===== src/rtl/msgu_pkg.sv =====
`timescale 1ns/1ps
package msgu_pkg;
    localparam int unsigned NCH      = 4;   // mailbox slots / doorbells per direction
    localparam int unsigned DW       = 32;  // register width
    localparam int unsigned FW       = 3;   // flag field width
    localparam int unsigned PMW      = 2;   // power-mode field width
    localparam int unsigned AW       = 6;   // byte address width of one window
    localparam int unsigned FLAG_LAT = 2;   // cycles from accepted flag write to far side
    localparam int unsigned CNTW     = $clog2(FLAG_LAT + 1);

    // top bits of the four indexed fields (index n sits at TOP-n)
    localparam int unsigned BELL_TOP = 31;
    localparam int unsigned FULL_TOP = 27;
    localparam int unsigned EMPT_TOP = 23;
    localparam int unsigned REQ_TOP  = 19;

    // word selects (byte address >> 2)
    localparam logic [AW-3:0] SEL_CTRL = 4'd0;
    localparam logic [AW-3:0] SEL_STAT = 4'd1;
    localparam logic [AW-3:0] SEL_TX0  = 4'd4;
    localparam logic [AW-3:0] SEL_RX0  = 4'd8;

    typedef logic [NCH-1:0] chvec_t;

    // index n <-> bit (NCH-1-n) of a field; self-inverse
    function automatic chvec_t flip(input chvec_t v);
        chvec_t r;
        for (int i = 0; i < NCH; i++) r[NCH-1-i] = v[i];
        return r;
    endfunction

    typedef struct packed {
        logic [NCH-1:0][DW-1:0] data;
        chvec_t                 full;
        chvec_t                 bell;
        logic [FW-1:0]          stage;
        logic [FW-1:0]          flags;
        logic [CNTW-1:0]        cnt;
    } link_st_t;

    typedef struct packed {
        chvec_t        bell_en;
        chvec_t        full_en;
        chvec_t        empt_en;
        logic [FW-1:0] flags;
    } port_st_t;
endpackage


===== src/rtl/msgu_link.sv =====
`timescale 1ns/1ps
// One direction of traffic: sender side writes, receiver side reads.
module msgu_link
    import msgu_pkg::*;
(
    input  logic                   clk_i,
    input  logic                   rst_ni,
    input  chvec_t                 tx_wr_i,
    input  logic [DW-1:0]          tx_wdata_i,
    input  chvec_t                 rx_rd_i,
    input  chvec_t                 ring_i,
    input  chvec_t                 ack_i,
    input  logic                   flag_wr_i,
    input  logic [FW-1:0]          flag_wdata_i,
    output logic [NCH-1:0][DW-1:0] rx_data_o,
    output chvec_t                 full_o,
    output chvec_t                 bell_o,
    output logic [FW-1:0]          flags_o,
    output logic                   flag_pend_o,
    output logic                   busy_o
);
    link_st_t q, d;

    always_comb begin
        d = q;
        for (int n = 0; n < NCH; n++) begin
            if (rx_rd_i[n]) d.full[n] = 1'b0;
            if (tx_wr_i[n] && !q.full[n]) begin
                d.data[n] = tx_wdata_i;
                d.full[n] = 1'b1;
            end
            if (ack_i[n])  d.bell[n] = 1'b0;
            if (ring_i[n]) d.bell[n] = 1'b1;
        end
        if (q.cnt != '0) begin
            d.cnt = q.cnt - CNTW'(1);
            if (q.cnt == CNTW'(1)) d.flags = q.stage;
        end
        if (flag_wr_i && (q.cnt == '0)) begin
            d.stage = flag_wdata_i;
            d.cnt   = CNTW'(FLAG_LAT);
        end
    end

    always_ff @(posedge clk_i or negedge rst_ni) begin
        if (!rst_ni) q <= '0;
        else         q <= d;
    end

    assign rx_data_o   = q.data;
    assign full_o      = q.full;
    assign bell_o      = q.bell;
    assign flags_o     = q.flags;
    assign flag_pend_o = (q.cnt != '0);
    assign busy_o      = (|q.full) | (|q.bell) | flag_pend_o;

    for (genvar n = 0; n < NCH; n++) begin : g_chk
        a_r2_fill_needs_write: assert property (@(posedge clk_i) disable iff (!rst_ni)
            (!q.full[n] && !tx_wr_i[n]) |=> !q.full[n]);
        a_r4_no_overwrite: assert property (@(posedge clk_i) disable iff (!rst_ni)
            (q.full[n] && !rx_rd_i[n]) |=> (q.full[n] && $stable(q.data[n])));
        a_r3_read_drains: assert property (@(posedge clk_i) disable iff (!rst_ni)
            (q.full[n] && rx_rd_i[n]) |=> !q.full[n]);
        a_r6_bell_sticky: assert property (@(posedge clk_i) disable iff (!rst_ni)
            (q.bell[n] && !ack_i[n]) |=> q.bell[n]);
    end

    a_r7_flags_move_on_last: assert property (@(posedge clk_i) disable iff (!rst_ni)
        (q.cnt != CNTW'(1)) |=> $stable(q.flags));
    a_r8_refuse_while_busy: assert property (@(posedge clk_i) disable iff (!rst_ni)
        (flag_wr_i && flag_pend_o) |=> $stable(q.stage));
endmodule


===== src/rtl/msgu_port.sv =====
`timescale 1ns/1ps
// Register window of one side: decode, control state, read mux, interrupt.
module msgu_port
    import msgu_pkg::*;
(
    input  logic                   clk_i,
    input  logic                   rst_ni,
    input  logic                   wr_en_i,
    input  logic                   rd_en_i,
    input  logic [AW-1:0]          addr_i,
    input  logic [DW-1:0]          wdata_i,
    output logic [DW-1:0]          rdata_o,
    output logic                   irq_o,
    input  logic [NCH-1:0][DW-1:0] rx_data_i,
    input  chvec_t                 rf_i,
    input  chvec_t                 te_i,
    input  chvec_t                 req_i,
    input  chvec_t                 pend_i,
    input  logic [FW-1:0]          peer_flags_i,
    input  logic                   fup_i,
    input  logic                   ep_i,
    input  logic [PMW-1:0]         pm_i,
    output chvec_t                 tx_wr_o,
    output logic [DW-1:0]          tx_wdata_o,
    output chvec_t                 rx_rd_o,
    output chvec_t                 ring_o,
    output chvec_t                 ack_o,
    output logic                   flag_wr_o,
    output logic [FW-1:0]          flag_wdata_o
);
    localparam int unsigned CR_GAP = DW - 4*NCH - FW;
    localparam int unsigned SR_GAP = DW - 3*NCH - PMW - 3 - FW;

    port_st_t       q, d;
    logic           aligned;
    logic [AW-3:0]  wsel;
    logic           ctrl_wr;
    logic [DW-1:0]  ctrl_rd, stat_rd;

    assign aligned = (addr_i[1:0] == 2'b00);
    assign wsel    = addr_i[AW-1:2];
    assign ctrl_wr = wr_en_i && aligned && (wsel == SEL_CTRL);

    always_comb begin
        d         = q;
        tx_wr_o   = '0;
        rx_rd_o   = '0;
        ring_o    = '0;
        ack_o     = '0;
        flag_wr_o = 1'b0;
        if (ctrl_wr) begin
            d.bell_en = flip(wdata_i[BELL_TOP -: NCH]);
            d.full_en = flip(wdata_i[FULL_TOP -: NCH]);
            d.empt_en = flip(wdata_i[EMPT_TOP -: NCH]);
            ring_o    = flip(wdata_i[REQ_TOP -: NCH]);
            flag_wr_o = 1'b1;
            if (!fup_i) d.flags = wdata_i[FW-1:0];
        end
        if (wr_en_i && aligned && (wsel == SEL_STAT))
            ack_o = flip(wdata_i[BELL_TOP -: NCH]);
        for (int n = 0; n < NCH; n++) begin
            if (wr_en_i && aligned && (wsel == SEL_TX0 + (AW-2)'(n))) tx_wr_o[n] = 1'b1;
            if (rd_en_i && aligned && (wsel == SEL_RX0 + (AW-2)'(n))) rx_rd_o[n] = 1'b1;
        end
    end

    always_ff @(posedge clk_i or negedge rst_ni) begin
        if (!rst_ni) q <= '0;
        else         q <= d;
    end

    assign tx_wdata_o   = wdata_i;
    assign flag_wdata_o = wdata_i[FW-1:0];

    assign ctrl_rd = {flip(q.bell_en), flip(q.full_en), flip(q.empt_en), flip(req_i),
                      {CR_GAP{1'b0}}, q.flags};
    assign stat_rd = {flip(pend_i), flip(rf_i), flip(te_i), {SR_GAP{1'b0}},
                      pm_i, ep_i, fup_i, 1'b0, peer_flags_i};

    always_comb begin
        rdata_o = '0;
        if (aligned) begin
            if (wsel == SEL_CTRL) rdata_o = ctrl_rd;
            if (wsel == SEL_STAT) rdata_o = stat_rd;
            for (int n = 0; n < NCH; n++)
                if (wsel == SEL_RX0 + (AW-2)'(n)) rdata_o = rx_data_i[n];
        end
    end

    assign irq_o = (|(q.bell_en & pend_i)) | (|(q.full_en & rf_i)) | (|(q.empt_en & te_i));

    a_r11_irq_quiet: assert property (@(posedge clk_i) disable iff (!rst_ni)
        (q.bell_en == '0 && q.full_en == '0 && q.empt_en == '0) |-> !irq_o);
    a_r8_flags_kept: assert property (@(posedge clk_i) disable iff (!rst_ni)
        (ctrl_wr && fup_i) |=> $stable(q.flags));
endmodule


===== src/rtl/msgu_top.sv =====
`timescale 1ns/1ps
module msgu_top
    import msgu_pkg::*;
(
    input  logic           clk,
    input  logic           rst_n,
    input  logic           a_wr_en,
    input  logic           a_rd_en,
    input  logic [AW-1:0]  a_addr,
    input  logic [DW-1:0]  a_wdata,
    output logic [DW-1:0]  a_rdata,
    output logic           a_irq,
    input  logic [PMW-1:0] a_pm,
    input  logic           b_wr_en,
    input  logic           b_rd_en,
    input  logic [AW-1:0]  b_addr,
    input  logic [DW-1:0]  b_wdata,
    output logic [DW-1:0]  b_rdata,
    output logic           b_irq,
    input  logic [PMW-1:0] b_pm
);
    // index 0 = side A, 1 = side B; link s carries traffic sent by side s
    logic [1:0]                   wr_en, rd_en, irq, flag_wr, fpend, busy;
    logic [1:0][AW-1:0]           addr;
    logic [1:0][DW-1:0]           wdata, rdata, tx_wdata;
    logic [1:0][PMW-1:0]          pm;
    logic [1:0][FW-1:0]           flag_wdata, flags;
    chvec_t [1:0]                 tx_wr, rx_rd, ring, ack, full, bell;
    logic [1:0][NCH-1:0][DW-1:0]  rx_data;

    assign wr_en = {b_wr_en, a_wr_en};
    assign rd_en = {b_rd_en, a_rd_en};
    assign addr  = {b_addr, a_addr};
    assign wdata = {b_wdata, a_wdata};
    assign pm    = {b_pm, a_pm};
    assign a_rdata = rdata[0];
    assign b_rdata = rdata[1];
    assign a_irq   = irq[0];
    assign b_irq   = irq[1];

    for (genvar s = 0; s < 2; s++) begin : g_side
        localparam int P = 1 - s;

        msgu_link u_link (
            .clk_i        (clk),
            .rst_ni       (rst_n),
            .tx_wr_i      (tx_wr[s]),
            .tx_wdata_i   (tx_wdata[s]),
            .rx_rd_i      (rx_rd[P]),
            .ring_i       (ring[s]),
            .ack_i        (ack[P]),
            .flag_wr_i    (flag_wr[s]),
            .flag_wdata_i (flag_wdata[s]),
            .rx_data_o    (rx_data[s]),
            .full_o       (full[s]),
            .bell_o       (bell[s]),
            .flags_o      (flags[s]),
            .flag_pend_o  (fpend[s]),
            .busy_o       (busy[s])
        );

        msgu_port u_port (
            .clk_i        (clk),
            .rst_ni       (rst_n),
            .wr_en_i      (wr_en[s]),
            .rd_en_i      (rd_en[s]),
            .addr_i       (addr[s]),
            .wdata_i      (wdata[s]),
            .rdata_o      (rdata[s]),
            .irq_o        (irq[s]),
            .rx_data_i    (rx_data[P]),
            .rf_i         (full[P]),
            .te_i         (~full[s]),
            .req_i        (bell[s]),
            .pend_i       (bell[P]),
            .peer_flags_i (flags[P]),
            .fup_i        (fpend[s]),
            .ep_i         (busy[s]),
            .pm_i         (pm[P]),
            .tx_wr_o      (tx_wr[s]),
            .tx_wdata_o   (tx_wdata[s]),
            .rx_rd_o      (rx_rd[s]),
            .ring_o       (ring[s]),
            .ack_o        (ack[s]),
            .flag_wr_o    (flag_wr[s]),
            .flag_wdata_o (flag_wdata[s])
        );
    end
endmodule


===== config.mk =====
export PLATFORM = sky130hd
export DESIGN_NAME = msgu_top
export DESIGN_NICKNAME = d
export VERILOG_FILES = /design/src/rtl/msgu_pkg.sv /design/src/rtl/msgu_link.sv /design/src/rtl/msgu_port.sv /design/src/rtl/msgu_top.sv
export SDC_FILE = /design/constraint.sdc
export NUM_CORES = 1
export LEC_CHECK = 0
export ABC_CLOCK_PERIOD_IN_PS = 4140
export BUFFER_PORTS_ARGS = -buffer_cell sky130_fd_sc_hd__buf_4
export CAP_MARGIN = 30
export CORE_MARGIN = 1
export CORE_UTILIZATION = 68
export CTS_BUF_LIST = sky130_fd_sc_hd__clkbuf_8
export DETAILED_ROUTE_END_ITERATION = 10
export PLACE_DENSITY = 0.88
export SLEW_MARGIN = 5
export SYNTH_ARGS = -nofsm -noshare
export SYNTH_HDL_FRONTEND = slang
export SYNTH_HIERARCHICAL = 1
export SYNTH_SLANG_ARGS = --single-unit

===== constraint.sdc =====
create_clock -name clk -period 4.14 [get_ports clk]
set_input_delay 0.207 -clock clk [delete_from_list [all_inputs] [get_ports clk]]
set_output_delay 0.207 -clock clk [all_outputs]
set_load 0.005 [all_outputs]

==> results of run 1 <==
## area by class of cell
class / instances / area, sq um / share of cell area [%]
clock buffer: 66 / 908.4 / 4.633
antenna: 1 / 2.502 / 0.01276
timing repair buffer: 236 / 1981 / 10.10
tap: 378 / 473.0 / 2.412
inverter: 58 / 217.7 / 1.110
sequential: 318 / 7958 / 40.58
multi-input combinational: 870 / 7894 / 40.26
clock inverter: 24 / 173.9 / 0.8870
## placed cells by master (no fill, tap or decap), types with 5 or more instances in the layout
master         count
buf_4            165
and3_1             5
o21ai_0           92
inv_1             70
nand2b_1          26
and2_1            13
clkbuf_8          66
nand3_1           10
o22ai_1           38
o21ai_1           11
a21o_1            21
nor3_1            35
mux2_4           243
o21a_1            13
clkinv_2           7
a221oi_1          37
nor3b_1           13
nand2_1           33
mux2_2            53
dfrtp_1          318
a21oi_1           51
a22oi_1           18
a22o_1             6
mux2i_1           21
nor2_1            53
dlygate4sd3_1     66
nand2b_4           6
a211oi_1          13
## cells by family after synthesis
group	after synthesis	share of synthesized area, %
DFF	318	40.96
AOI/OAI and AO/OA	320	10.54
buffers and inverters	512	18.51
and+or+nand+nor	227	6.679
adders and majority gates	4	0.2576
muxes	319	23.05
## where the power goes
part / internal, mW / switching (mW) / total (mW)
clock network: 1.56 / 1.30 / 2.86
registers: 3.40 / 0.257 / 3.65
logic: 0.615 / 0.592 / 1.21
## critical path, stage by stage
cell	delay, ps
buf_4	520
nand2_1	300
nor2_4	620
a211oi_1	150
a221oi_1	510
buf_4	200
## worst max path at each step
stage / endpoint / slack, ps / depth (start not counted)
3_3_place_gp: g_side[1].u_link/rx_data_o[37]$_DFFE_PN0P_ / 1380 / 7
6_report: b_rdata[31] / 1400 / 6
4_1_cts: a_rdata[25] / 1480 / 7
3_5_place_dp: g_side[1].u_link/rx_data_o[32]$_DFFE_PN0P_ / 1330 / 7
5_1_grt: b_rdata[31] / 1390 / 6
2_1_floorplan: g_side[1].u_link/rx_data_o[32]$_DFFE_PN0P_ / 2320 / 8
## sequential cells by signal (all words and copies together) (netlist names)
signal                   flops
g_side.u_link/rx_data_o    256
g_side.u_port/ctrl_rd       30
g_side.u_link/q             10
g_side.u_link/bell_o         8
g_side.u_link/full_o         8
g_side.u_link/flags_o        6
## through the flow
| step | hold slack [ps] | instances | setup WS, ps |
|---|---|---|---|
| final | 27.81 | 1951 | 1397 |
| after global routing | 48.80 | 1951 | 1392 |
| after CTS | 2.255 | 1948 | 1483 |
| after detailed placement | 320.2 | 1792 | 1328 |
| after global placement | 325.8 | 1792 | 1381 |
| after floorplan | -88.59 | 1700 | 2324 |
## timing repair
| item | CTS | global route |
|---|---|---|
| gates resized for setup | 0 | 0 |
| endpoints found under the hold margin | 400 | 0 |
| buffers inserted | 0 | 0 |
| hold buffers | 66 | 0 |
## metal layers
metal	vias up	GRT usage, %	routed length (um)
li1	5258	-	-
met1	6352	45.20	19060
met2	829	51.13	21910
met3	180	6.523	4535
met4	0	14.87	2041
met5	-	0	0
==> impl_metrics.ini, run 1 <==
[timing]
hold_viol_final = 0
clock_skew_ps = 23.51
tns_ps = 0
slew_headroom_pct = 32.06
rsz0062_at_grt = false
finalCriticalPeriod_ps = 2743
report.final.slew_viol_count = 0
worst_slew_pin_slew_ps = 1019
finalCritPeriodShare_pct = 66.26
setup_viol = 0
max_freq_ghz = 0.3645

[synthesis]
syn-mean-instance-area_sq_um = 11.43
yosysWarnings = 6
syn_inst = 1700
synth_edf_count = 0
synth_seq_area_share_pct = 40.96
ys.flop_type = dfrtp_1
async_reset_ff_share_pct = 100.0
ys_seq_elements = 318
synth_most_common_cell = buf_4
syn-cell-area_sq_mm = 0.01943
synth_top_area_cell = dfrtp_1
synthesis.nets = 1790
synth_common_cells = buf_4, dfrtp_1, mux2_4, o21ai_0, inv_1
ys_types = 54
synth.area.top_cells = dfrtp_1, mux2_4, buf_4
synth_top_area_share_pct = 40.96

[clock_network]
clk_path_buf_depth = 3
clk_pin_slew_ps = 60
cts_tree = built
cts_buffers = 50
cts.sinks = 318
cts_root_buf = clkbuf_8
h-tree-depth = 2
clock_latency_ps = 600

[floorplanning]
fp-row-count = 61
dieHeight_um = 171.0
die_area_sq_mm = 0.02925
ioPinCount = 152
die_w_um = 171.0
core_sq_mm = 0.02793
start_util_pct = 69.55

[min_path]
hold_path_depth = 4
min_to = g_side[1].u_link/full_o[3]$_DFFE_PN0P_
holdCritStartpoint = a_rd_en
min_path_type = primary input to flop

[layout]
drive_above_1_share_pct = 36.58
final_util_pct = 70.19
fillers = 1778
fin_area_sq_mm = 0.01961
area_delta_synth_final_pct = 0.9276
final_net_count = 1624

[placement]
port_buffers = 151
placed_area_sq_mm = 0.01784
dp_hpwl_um = 28830
gp_congestion = 0.9550

[global_routing]
grt.overflow.total = 0
grt_start_max_net_pins = 107
antenna_found_initial = 1
grt_pass1_wl_um = 73970
first_global_vias = 13010
grt_usage_pct = 33.07

[pwr]
peakVddDrop_uv = 204.1
p_total_mw = 7.725
cellPowerDensity_mw_per_mm2 = 394.0
cellLeakagePower_nw = 9.727

[worst_setup_path]
path_class = primary input to output pin
reg2reg_depth = 3
startpoint_type = primary input
cp_max_fo = 60
worstPathRequired_ps = 3930
worstReg2RegEnd = g_side[1].u_link/rx_data_o[32]$_DFFE_PN0P_
worst_setup_path_end_kind = output pin
r2r_start = g_side[1].u_link/full_o[1]$_DFFE_PN0P_
critical_path_arrival_ps = 2540
startpoint = b_addr[2]
reg2reg_slack_ps = 2250

[routing]
ant_nets = 0
wirelength_um = 47540
drtPass1Iterations = 5
drtIter0Drc = 1575
avgViaCountPerCell = 6.468
wl_per_cell_um = 24.37
vias = 12620
drc = 0

[job]
cap_violations = 0

[run_status]
status = finished clean
No activity file was read; power rests on OpenSTA's default activity.
==> run 2: changes to the inputs <==
--- a/config.mk
+++ b/config.mk
@@ -5,14 +5,15 @@
 export SDC_FILE = /design/constraint.sdc
 export NUM_CORES = 1
 export LEC_CHECK = 0
-export ABC_CLOCK_PERIOD_IN_PS = 4140
+export ABC_AREA = 1
+export ABC_CLOCK_PERIOD_IN_PS = 2650
 export BUFFER_PORTS_ARGS = -buffer_cell sky130_fd_sc_hd__buf_4
 export CAP_MARGIN = 30
 export CORE_MARGIN = 1
-export CORE_UTILIZATION = 68
+export CORE_UTILIZATION = 63
 export CTS_BUF_LIST = sky130_fd_sc_hd__clkbuf_8
 export DETAILED_ROUTE_END_ITERATION = 10
-export PLACE_DENSITY = 0.88
+export PLACE_DENSITY = 0.82
 export SLEW_MARGIN = 5
 export SYNTH_ARGS = -nofsm -noshare
 export SYNTH_HDL_FRONTEND = slang
==> constraint.sdc (replaced) <==
create_clock -name clk -period 2.65 [get_ports clk]
set_input_delay 0.1325 -clock clk [delete_from_list [all_inputs] [get_ports clk]]
set_output_delay 0.1325 -clock clk [all_outputs]
set_load 0.005 [all_outputs]
==> impl_metrics.ini, run 2 <==
[layout]
mostFrequentLayoutCells = nand2_1, dfrtp_1, inv_1, buf_4, o21ai_0
layout_commonest_cell = nand2_1
largest_reg_flops = 256
area_delta_synth_final_pct = 0.4999
drive_above_1_share_pct = 22.89
fin_cells = 2551
n_antenna_cell = 0
final_util_pct = 65.03
final_net_count = 2220

[timing]
hold_viol_final = 0
finalCriticalPeriod_ps = 2422
finalCritPeriodShare_pct = 91.38
setup_ws_ps = 228.3
worst_slew_pin_slew_ps = 979.2
max_freq_ghz = 0.4129
tns_ps = 0
rsz0062_at_grt = false
setup_viol = 0
clock_skew_ps = 19.68
slew_headroom_pct = 34.72
report.final.slew_viol_count = 0

[placement]
gp_congestion = 0.9493
port_buffers = 151
placedCellCount = 2392
dp_slack_ps = 518.4
dp_hpwl_um = 28200

[worst_setup_path]
startpoint_type = flop
cp_max_fo = 7
path_class = flop to output pin
startpoint = g_side[1].u_link/q[0]$_DFFE_PN0P_
worstReg2RegEnd = g_side[1].u_link/rx_data_o[18]$_DFFE_PN0P_
critical_path_arrival_ps = 2290
worst_setup_path_end_kind = output pin
crit_top_cell = nand2_1
critPathMaxStageDelay_ps = 390
worstPathRequired_ps = 2520
r2r_start = g_side[1].u_link/full_o[0]$_DFFE_PN0P_
reg2reg_depth = 5
crit_path_end = b_rdata[5]
path_cells = inv_1 -> ha_1 -> nand2_1 -> nor2_1 -> nand3_1 -> nand2_1 -> and3_1 -> a21oi_1 -> buf_4
cp_slowest_cell = dfrtp_1
reg2reg_slack_ps = 940

[routing]
wl_met3_um = 3597
met2WireLength_um = 20000
wl_per_cell_um = 16.84
drc = 0
drtIter0Drc = 1494
wl_met1_um = 18000
ant_nets = 0
wirelength_um = 42970
highest_layer = met4
vias = 13790
drtPass1Iterations = 7
avgViaCountPerCell = 5.405

[pwr]
peakVddDrop_uv = 354.4
p_total_mw = 11.34
cellPowerDensity_mw_per_mm2 = 600.9
cellLeakagePower_nw = 9.582

[min_path]
min_path_type = primary input to flop
hold_path_depth = 4

[synthesis]
synth.area.top_cells = dfrtp_1, buf_4, nand2_1
synth_edf_count = 0
ys_seq_elements = 318
synthAdderAreaFrac_pct = 0.2666
synthesis.nets = 2371
synth_top_area_cell = dfrtp_1
synthSimpleGateAreaFrac_pct = 17.95
syn_inst = 2281
synth_compound_area_share_pct = 15.73
synth_seq_area_share_pct = 42.39
synth_top_area_share_pct = 42.39
ys.flop_type = dfrtp_1
synth_top_family_by_area = buffers and inverters
async_reset_ff_share_pct = 100.0
ys_types = 31
syn-cell-area_sq_mm = 0.01877
syn-mean-instance-area_sq_um = 8.231
yosysWarnings = 6
synth_xor_area_share_pct = 0
yosys-mux-area-fraction_pct = 0
synth_most_common_cell = nand2_1
synth_common_cells = nand2_1, buf_4, dfrtp_1, inv_1, o21ai_0

[floorplanning]
die_w_um = 174.6
core_sq_mm = 0.02901
die_area_sq_mm = 0.03049
start_util_pct = 64.71
dieHeight_um = 174.6
fp-row-count = 62
ioPinCount = 152

[run_status]
status = finished clean

[clock_network]
cts_root_buf = clkbuf_8
h-tree-depth = 2
cts.sinks = 318
cts.repair.resized = 0
clk_path_buf_depth = 3
cts_tree = built
clk_pin_slew_ps = 60
clock_latency_ps = 590
cts_buffers = 53

[global_routing]
grt_pass1_wl_um = 69120
grt_usage_pct = 28.44
first_global_vias = 13290
grt_start_max_net_pins = 94
antenna_found_initial = 0
grt.overflow.total = 0

[job]
cap_violations = 0
## run 2: kinds of logic after synthesis
family / count (synthesis)
AND/OR/NAND/NOR: 787
flip-flops: 318
adder cells (fa/ha/maj): 4
buffers and inverters: 695
AO/OA/AOI/OAI: 477
## run 2: repair_timing
action                     in CTS  in global routing
hold buffers                   67                  0
setup buffers                   0                  0
hold endpoints to repair      451                  0
setup endpoints to repair       0                  0
## run 2: worst min-delay path by stage
stage	end	from	slack, ps
2_1_floorplan	g_side[0].u_link/bell_o[0]$_DFFE_PN0P_	rst_n	-160
3_3_place_gp	g_side[0].u_link/rx_data_o[105]$_DFFE_PN0P_	rst_n	110
3_5_place_dp	g_side[0].u_link/rx_data_o[105]$_DFFE_PN0P_	rst_n	110
4_1_cts	g_side[0].u_link/full_o[3]$_DFFE_PN0P_	b_rd_en	3
5_1_grt	g_side[0].u_link/full_o[3]$_DFFE_PN0P_	b_rd_en	30
6_report	g_side[1].u_link/bell_o[1]$_DFFE_PN0P_	a_wr_en	30
## run 2: area by class of cell
type,count,area (sq um)
tap,384,480.5
clock inverter,28,193.9
clock buffer,64,880.8
multi-input combinational,1268,6385
sequential,318,7958
timing repair buffer,245,2052
fill,2398,10140
inverter,244,918.4
## run 2: critical path: cells and delay by family, from the launching register on
family / cells / cell delay (ps)
AOI/OAI and AO/OA: 1 / 70
and+or+nand+nor: 5 / 680
adders and majority gates: 1 / 340
buffers and inverters: 2 / 230
DFF: 1 / 390
## run 2: metrics by stage
stage	hold slack, ps	area, sq um
6_report	26.81	18870
5_1_grt	25.78	18870
4_1_cts	2.633	18870
3_5_place_dp	109.3	17120
3_3_place_gp	109.3	17120
2_1_floorplan	-163.1	18770
## run 2: per-layer routing
| metal | GRT usage [%] | up-vias |
|---|---|---|
| li1 | - | 6577 |
| met1 | 38.76 | 6539 |
| met2 | 45.93 | 572 |
| met3 | 5.048 | 101 |
| met5 | 0 | - |
| met4 | 9.928 | 0 |
## run 2: where the power goes
| group | total, mW | switching (mW) | internal [mW] |
|---|---|---|---|
| Sequential | 5.49 | 0.259 | 5.23 |
| Combinational | 1.45 | 0.907 | 0.546 |
| Clock | 4.39 | 2.00 | 2.39 |
| Total | 11.3 | 3.17 | 8.17 |
